## config.mk

```make
export PLATFORM = sky130hd
export DESIGN_NAME = brk_seq_gen
export DESIGN_NICKNAME = d
export VERILOG_FILES = /design/src/rtl/brk_seq_pkg.sv /design/src/rtl/brk_half_timer.sv /design/src/rtl/brk_toggle_cnt.sv /design/src/rtl/brk_seq_gen.sv
export SDC_FILE = /design/constraint.sdc
export NUM_CORES = 1
export LEC_CHECK = 0
export BUFFER_PORTS_ARGS = -buffer_cell sky130_fd_sc_hd__buf_2
export CAP_MARGIN = 15
export CORE_MARGIN = 2
export CORE_UTILIZATION = 40
export CTS_CLUSTER_DIAMETER = 40
export DETAILED_ROUTE_END_ITERATION = 10
export GPL_TIMING_DRIVEN = 0
export SETUP_SLACK_MARGIN = 0.2
export SLEW_MARGIN = 40
export SYNTH_ARGS = -nofsm -noshare
export SYNTH_HDL_FRONTEND = slang
export SYNTH_SLANG_ARGS = --single-unit
export TNS_END_PERCENT = 20
```

## constraint.sdc

```tcl
create_clock -name clk -period 2.58 [get_ports clk]
set_clock_uncertainty 0.2 [all_clocks]
set_input_delay 0.129 -clock clk [delete_from_list [all_inputs] [get_ports clk]]
set_output_delay 0.129 -clock clk [all_outputs]
set_load 0.02 [all_outputs]
```

## src/rtl/brk_seq_pkg.sv

```systemverilog
package brk_seq_pkg;
  typedef enum logic [1:0] {
    PH_IDLE   = 2'd0,
    PH_LEAD   = 2'd1,
    PH_HOLD   = 2'd2,
    PH_RESYNC = 2'd3
  } brk_phase_e;
endpackage

```

## src/rtl/brk_half_timer.sv

```systemverilog
// Produces the clock level within a toggle and flags the last cycle of each toggle.
module brk_half_timer #(
  parameter int HALF_CYC = 1
) (
  input  logic clk,
  input  logic rst,
  input  logic load,
  input  logic run,
  output logic lvl,
  output logic tog_end
);
  localparam int DW = (HALF_CYC > 1) ? $clog2(HALF_CYC) : 1;

  logic half_done;

  generate
    if (HALF_CYC == 1) begin : g_nodiv
      assign half_done = 1'b1;
    end else begin : g_div
      logic [DW-1:0] div;
      always_ff @(posedge clk) begin
        if (rst || load || !run) div <= '0;
        else if (div == DW'(HALF_CYC - 1)) div <= '0;
        else div <= div + 1'b1;
      end
      assign half_done = (div == DW'(HALF_CYC - 1));
    end
  endgenerate

  always_ff @(posedge clk) begin
    if (rst)            lvl <= 1'b1;
    else if (load)      lvl <= 1'b0;
    else if (!run)      lvl <= 1'b1;
    else if (half_done) lvl <= ~lvl;
  end

  assign tog_end = run && lvl && half_done;
endmodule

```

## src/rtl/brk_toggle_cnt.sv

```systemverilog
// Counts finished toggles in the current phase and flags the last one.
module brk_toggle_cnt #(
  parameter int CW = 16
) (
  input  logic          clk,
  input  logic          rst,
  input  logic          clear,
  input  logic          step,
  input  logic [CW-1:0] limit,
  output logic          last
);
  logic [CW-1:0] cnt;

  assign last = (cnt == limit - 1'b1);

  always_ff @(posedge clk) begin
    if (rst || clear)       cnt <= '0;
    else if (step && last)  cnt <= '0;
    else if (step)          cnt <= cnt + 1'b1;
  end

  // The toggle count never reaches the length of the phase.
  p_cnt_in_phase_r4: assert property (@(posedge clk) disable iff (rst)
    cnt < limit);
endmodule

```

## src/rtl/brk_seq_gen.sv

```systemverilog
module brk_seq_gen #(
  parameter int PRE_TOGGLES  = 50,
  parameter int BRK_TOGGLES  = 256,
  parameter int POST_TOGGLES = 16000,
  parameter int HALF_CYC     = 1
) (
  input  logic clk,
  input  logic rst,
  input  logic start,
  output logic brk_clk,
  output logic brk_dat,
  output logic dat_oe,
  output logic xcvr_tx,
  output logic busy,
  output logic done
);
  import brk_seq_pkg::*;

  localparam int MAXT = (PRE_TOGGLES > BRK_TOGGLES)
                        ? ((PRE_TOGGLES > POST_TOGGLES) ? PRE_TOGGLES : POST_TOGGLES)
                        : ((BRK_TOGGLES > POST_TOGGLES) ? BRK_TOGGLES : POST_TOGGLES);
  localparam int CW = $clog2(MAXT + 1);
  localparam logic [CW-1:0] LEAD_L   = CW'(PRE_TOGGLES);
  localparam logic [CW-1:0] HOLD_L   = CW'(BRK_TOGGLES);
  localparam logic [CW-1:0] RESYNC_L = CW'(POST_TOGGLES);

  brk_phase_e phase;
  logic       lvl, tog_end, last, accept, run;
  logic       dat_q, oe_q, done_q;
  logic [CW-1:0] limit;

  assign run    = (phase != PH_IDLE);
  assign accept = (phase == PH_IDLE) && start;

  always_comb begin
    case (phase)
      PH_HOLD:   limit = HOLD_L;
      PH_RESYNC: limit = RESYNC_L;
      default:   limit = LEAD_L;
    endcase
  end

  brk_half_timer #(.HALF_CYC(HALF_CYC)) u_timer (
    .clk(clk), .rst(rst), .load(accept), .run(run),
    .lvl(lvl), .tog_end(tog_end)
  );

  brk_toggle_cnt #(.CW(CW)) u_cnt (
    .clk(clk), .rst(rst), .clear(!run), .step(tog_end),
    .limit(limit), .last(last)
  );

  always_ff @(posedge clk) begin
    if (rst) begin
      phase  <= PH_IDLE;
      dat_q  <= 1'b1;
      oe_q   <= 1'b0;
      done_q <= 1'b0;
    end else begin
      done_q <= 1'b0;
      case (phase)
        PH_IDLE: if (start) begin
          phase <= PH_LEAD;
          oe_q  <= 1'b1;
        end
        PH_LEAD: if (tog_end && last) begin
          phase <= PH_HOLD;
          dat_q <= 1'b0;
        end
        PH_HOLD: if (tog_end && last) begin
          phase <= PH_RESYNC;
          dat_q <= 1'b1;
        end
        default: if (tog_end && last) begin
          phase  <= PH_IDLE;
          oe_q   <= 1'b0;
          done_q <= 1'b1;
        end
      endcase
    end
  end

  assign brk_clk = run ? lvl : 1'b1;
  assign brk_dat = dat_q;
  assign dat_oe  = oe_q;
  assign xcvr_tx = oe_q;
  assign busy    = run;
  assign done    = done_q;

  p_idle_clk_high_r11: assert property (@(posedge clk) disable iff (rst)
    !busy |-> brk_clk);
  p_dat_moves_low_r7: assert property (@(posedge clk) disable iff (rst)
    (brk_dat != $past(brk_dat)) |-> !brk_clk);
  p_done_single_r8: assert property (@(posedge clk) disable iff (rst)
    done |=> !done);
  p_done_ends_run_r8: assert property (@(posedge clk) disable iff (rst)
    done |-> (!busy && $past(busy)));
  p_oe_follows_busy_r10: assert property (@(posedge clk) disable iff (rst)
    (dat_oe == busy) && (xcvr_tx == busy));
  p_run_needs_start_r9: assert property (@(posedge clk) disable iff (rst)
    $rose(busy) |-> $past(start));
  p_hold_low_r5: assert property (@(posedge clk) disable iff (rst)
    (phase == PH_HOLD) |-> !brk_dat);
endmodule

```

# Word level (Yosys, flattened, before mapping)
# Cells that the tools add are included.
# word_totals
mem_bits_ro,0
elab_cells,47
memories,0
in_bits,3
ramBits,0
register_bits,20
out_inout_bits,6
latchBits,0
# op_classes
n_div,0
n_eq_ne,7
n_addsub,2
shift,0
order_cmp,0
n_mul,0
bitwise_logic,2
n_mux,15
n_reduce_logical,15
# ops
cell,count
$pmux 14 s2,1
$add 14x1->14 const B,1
$eq 14x14->1,1
$sub 14x1->14 const B,1
$mux 2,4
$mux 1,7
$ne 2x2->1 const B,3
$pmux 2 s3,1
$reduce_and 3->1,2
$reduce_bool 2->1,3
$eq 2x2->1 const B,2
$pmux 1 s2,2
$reduce_and 4->1,1
$reduce_or 2->1,2
$reduce_or 4->1,1
$logic_and 1x1->1,3
$eq 2x1->1 const B,1
$logic_not 2->1,1
$not 1->1,2
$logic_not 1->1,1
$logic_or 1x1->1,1

# Logic depth before layout (Yosys ltp)
# depth
word_depth,7
ltp_mapped,10
mapped_depth_nobuf,7

# Modules after synthesis
# Synthesis repeated with hierarchy kept, for this count alone.
# hier_totals
hier_cells,183
area_unflattened_um2,1519.0
# modules_own_cells
mod,area_per_inst_um2,n_inst,cells_each,seq_area_each_um2
brk_toggle_cnt,1149.9,1,142,280.3
brk_seq_gen,329.1,1,38,100.1
brk_half_timer,40.0,1,3,20.0

# Least setup slack after synthesis
# Ideal clock, no wire load.
# synth_timing
path_kind,reg-to-reg
from,register phase[0]
to,register u_cnt.cnt[0]
period_less_slack_ns,2.253
setup_slack_ns,0.327
n_path_buf,3
required_ns,2.265
setup_time_ns,0.115
arrival_ns,1.938
stages_incl_launch_ff,11
path_cell_list,dfxtp_1 -> inv_1 -> ha_1 -> buf_6 -> nor2b_4 -> nand4_1 -> nor4_4 -> or3_1 -> buf_6 -> buf_12 -> nor2_1
# synth_via
elab_cells_between_ends,11
classes_between,1 x add/sub; 3 x eq/ne; 1 x mux; 6 x reduce/logical
# synth_rtl
item,line,text
from (decl),brk_seq_gen.sv:27,brk_phase_e phase;
from (signal assigned),brk_seq_gen.sv:55,phase <= PH_IDLE;
from (signal assigned),brk_seq_gen.sv:63,phase <= PH_LEAD;
from (signal assigned),brk_seq_gen.sv:67,phase <= PH_HOLD;
$reduce_bool 2->1,brk_seq_gen.sv:32,assign run = (phase != PH_IDLE);
$logic_not 1->1,brk_seq_gen.sv:49,".clk(clk), .rst(rst), .clear(!run), .step(tog_end),"
net u_cnt.clear,brk_toggle_cnt.sv:7,"input logic clear,"
$logic_or 1x1->1,brk_toggle_cnt.sv:17,if (rst || clear) cnt <= '0;
$reduce_or 2->1 (no source line),--,
to (signal assigned),brk_toggle_cnt.sv:19,else if (step) cnt <= cnt + 1'b1;
to (decl),brk_toggle_cnt.sv:12,logic [CW-1:0] cnt;
# The timed path passes the listed nets, and every way through them passes these cells.
# A chain may end at the register's enable or synchronous reset.

# Final worst setup path
# layout_timing
from,register phase[0]
to,register u_cnt.cnt[11]
# layout_via
elab_chain_len,6
elab_cells_between_ends,11
classes_between,1 x add/sub; 3 x eq/ne; 1 x mux; 6 x reduce/logical
# layout_rtl
item,line,text
$eq 2x2->1,brk_seq_gen.sv:36,case (phase)
$pmux 14 s2,brk_seq_gen.sv:36,
$sub 14x1->14,brk_toggle_cnt.sv:14,assign last = (cnt == limit - 1'b1);
$eq 14x14->1,brk_toggle_cnt.sv:14,
$logic_and 1x1->1,brk_toggle_cnt.sv:18,else if (step && last) cnt <= '0;
$reduce_or 2->1 (no source line),--,
# Several ways; a longest one is shown, not always the timed one.

==> parameters.txt <==
Parameter                              Value

Outcome
  Run status    complete, no violations

CTS
  Clock-pin slew on the worst setup and hold paths    110 ps
  Buffers from clock root to sink, at most    2
  CTS tree    yes
  Clock latency at the later pin of the worst-skew pair    300 ps
  Number of levels in the clock H-tree    1
  CTS Root Cell    clkbuf_4
  Number of sinks on the clock net    20
  Number of buffers created by CTS    3

Final layout
  Final core utilization    49.6%
  Post-Layout Cell Count    167
  Layout cells sized above 1    21.9%
  Filler Cell Count    251
  Most frequent cells in the layout    dfxtp_1, nor2_1, nand2_1, xor2_1, buf_2
  Post-Layout Inst Area    1250 um2
  Relative area change from synthesis to final layout    15.6%
  Layout Nets    149
  Commonest non-fill, non-tap cell in the layout    dfxtp_1
  Number of antenna diodes    0

Drt
  Number of nets with antenna violations after routing    0
  Router iterations before antenna repair    4
  Count of vias placed by the detailed router    861
  Final wirelength    2060 um
  Mean number of vias per cell    5.16
  Count of routing violations after the opening detailed-route iteration    12
  Routed length per instance    12.4 um
  Residual DRC count    0

Global route
  Vias in the first global route    798
  Number of antenna violations at the first check in global routing    0
  Pin count of the biggest net entering global routing    11
  GRT overflow    0
  First-pass GRT wire length    3480 um
  Total routing usage reported by global routing    13.9%

Power and ir drop
  Leakage power figure    0.489 nW
  Worst voltage drop across the vdd grid    0.000497 V
  Pwr dens    665 nW/um2
  Overall power consumption    0.831 mW

Setup path
  CP Cell Sequence    inv_1 > ha_1 > nor2_2 > mux2i_1 > nor4_4 > or3_1 > buf_6 > buf_12 > nor2_1
  Arrival time reported for the critical path endpoint    2270 ps
  Kind of start point of the critical path    register
  Critical setup path kind    register to register
  Worst-path cell with the longest stage delay    dfxtp_2
  Highest cell delay on the worst timing path    390 ps
  Type of element capturing the critical path    register
  Max FO, Critical Path    10
  CP Data Required Time    2620 ps

Die
  Cell Rows    18
  Number of placed I/O pins    9
  Die area    3140 um2
  Die height    56.0 um
  Core region area    2520 um2
  Effective utilization at floorplan    42.9%
  X dimension of the die    56.0 um

Synth
  Largest cells by area after synthesis    dfxtp_1, xor2_1, ha_1, nor2_1, nand2_1
  Syn nets    131
  Distinct cell type count of the synthesized netlist    33
  Yosys top cell area share    37.0%
  Post-Syn Area    1080 um2
  Share of synthesized area occupied by flip-flops and latches    37.0%
  Cell taking the most area after synthesis    dfxtp_1
  FF+latch count, synth    20
  Warnings from Yosys    0
  Synthesized netlist cell count    121
  Synth Area per Inst    8.94 um2

Timing
  Worst max-slew margin expressed relative to the limit    73.4%
  Maximum clock frequency    448 MHz
  Number of hold violations in the final report    0
  Final Cycle Share    86.4%
  Final-report max-slew violation count    0
  Post-layout min period    2230 ps
  Total negative slack for setup checks    0 ps
  Setup-violating endpoint count in the final report    0
  Setup repair after global routing missed its margin    false
  Worst hold slack    304 ps
  Transition time at the pin with the least slew margin    395 ps
  Worst-case setup margin in the final layout    350 ps

Job
  Max-cap violations    0

Placed design
  Area after detailed placement    1160 um2
  Number of placed cells counting well taps    159
  Final estimated routing congestion in global placement    0.772
  Post-Place Setup Slack    34.8 ps
  Hpwl dp    1480 um
  Number of buffers inserted by port buffering    8

Worst hold path
  Hold/Removal Path Class    register to register
[power breakdown]
group | switching [mW] | total (mW) | internal, mW
clock | 0.0932 | 0.148 | 0.0545
combinational | 0.183 | 0.327 | 0.144
sequential | 0.0250 | 0.357 | 0.332
[area by class of cell]
type                       count  area, um2  share of cell area, %
inverter                       5       18.8                   1.50
buffer                         4       50.0                   4.00
tap                           30       37.5                   3.00
sequential                    20        403                   32.2
multi-input combinational     92        637                   50.9
clock buffer                   3       22.5                   1.80
timing repair buffer          13       82.6                   6.60
[cells by family after synthesis]
family	share of synthesized area, %
buffers and inverters	6.36
AO/OA/AOI/OAI	5.55
flip-flops	37.0
AND/OR/NAND/NOR	29.9
multiplexers	0.925
adder cells (fa/ha/maj)	8.09
XOR/XNOR	12.1
[registers in the layout (all words and copies together) (netlist names)]
signal       flops
brk_dat          1
dat_oe           1
u_cnt.cnt       14
phase            2
u_timer.lvl      1
done             1
[layer usage]
layer  share of wire, %  up-vias  global-route usage, %
li1                   -      443                      -
met5                  0        -                      0
met3                3.0        5                   2.09
met4                1.6        0                   6.12
met2                 48       13                   22.4
met1                 48      400                   18.3
[cells in the mapped netlist]
| cell type | n |
|---|---|
| a2111oi_0 | 1 |
| a211oi_1 | 1 |
| a21o_1 | 1 |
| a21oi_1 | 2 |
| a221o_1 | 1 |
| a2bb2oi_1 | 1 |
| and2_1 | 1 |
| and3_1 | 1 |
| and3_2 | 1 |
| and4_1 | 1 |
| buf_12 | 1 |
| buf_4 | 1 |
| buf_6 | 2 |
| dfxtp_1 | 20 |
| ha_1 | 7 |
| inv_1 | 5 |
| mux2i_1 | 1 |
| nand2_1 | 14 |
| nand2b_1 | 1 |
| nand3_1 | 4 |
| nand4_1 | 5 |
| nor2_1 | 17 |
| nor2_2 | 2 |
| nor2b_4 | 1 |
| nor3_1 | 6 |
| nor4_1 | 3 |
| nor4_2 | 1 |
| nor4_4 | 1 |
| o21a_1 | 1 |
| or2_2 | 1 |
| or3_1 | 1 |
| xnor2_1 | 4 |
| xor2_1 | 11 |
[final timing paths]
| path | from | endpoint | slack [ps] | cells past startpoint |
|---|---|---|---|---|
| worst min register to register | brk_dat | brk_dat | 300 | 1 |
| worst max-delay path | phase[0] | u_cnt.cnt[11] | 350 | 9 |
| worst min-delay path | brk_dat | brk_dat | 300 | 1 |
| worst max register to register | phase[0] | u_cnt.cnt[11] | 350 | 9 |
[critical path: cells and delay by family, from the launching register on]
kind / cells / cell delay (ps)
mux: 1 / 290
flops: 1 / 390
simple gates: 4 / 650
fa+ha+maj: 1 / 270
buf+inv: 3 / 360
[what timing repair did]
action	4_1_cts	5_1_grt
resized for setup	0	6
hold buffers	2	0
setup endpoints to repair	15	12
hold endpoints to repair	6	0
buffers inserted	1	2
pin swaps	1	1
(Power assumes the default switching activity.)
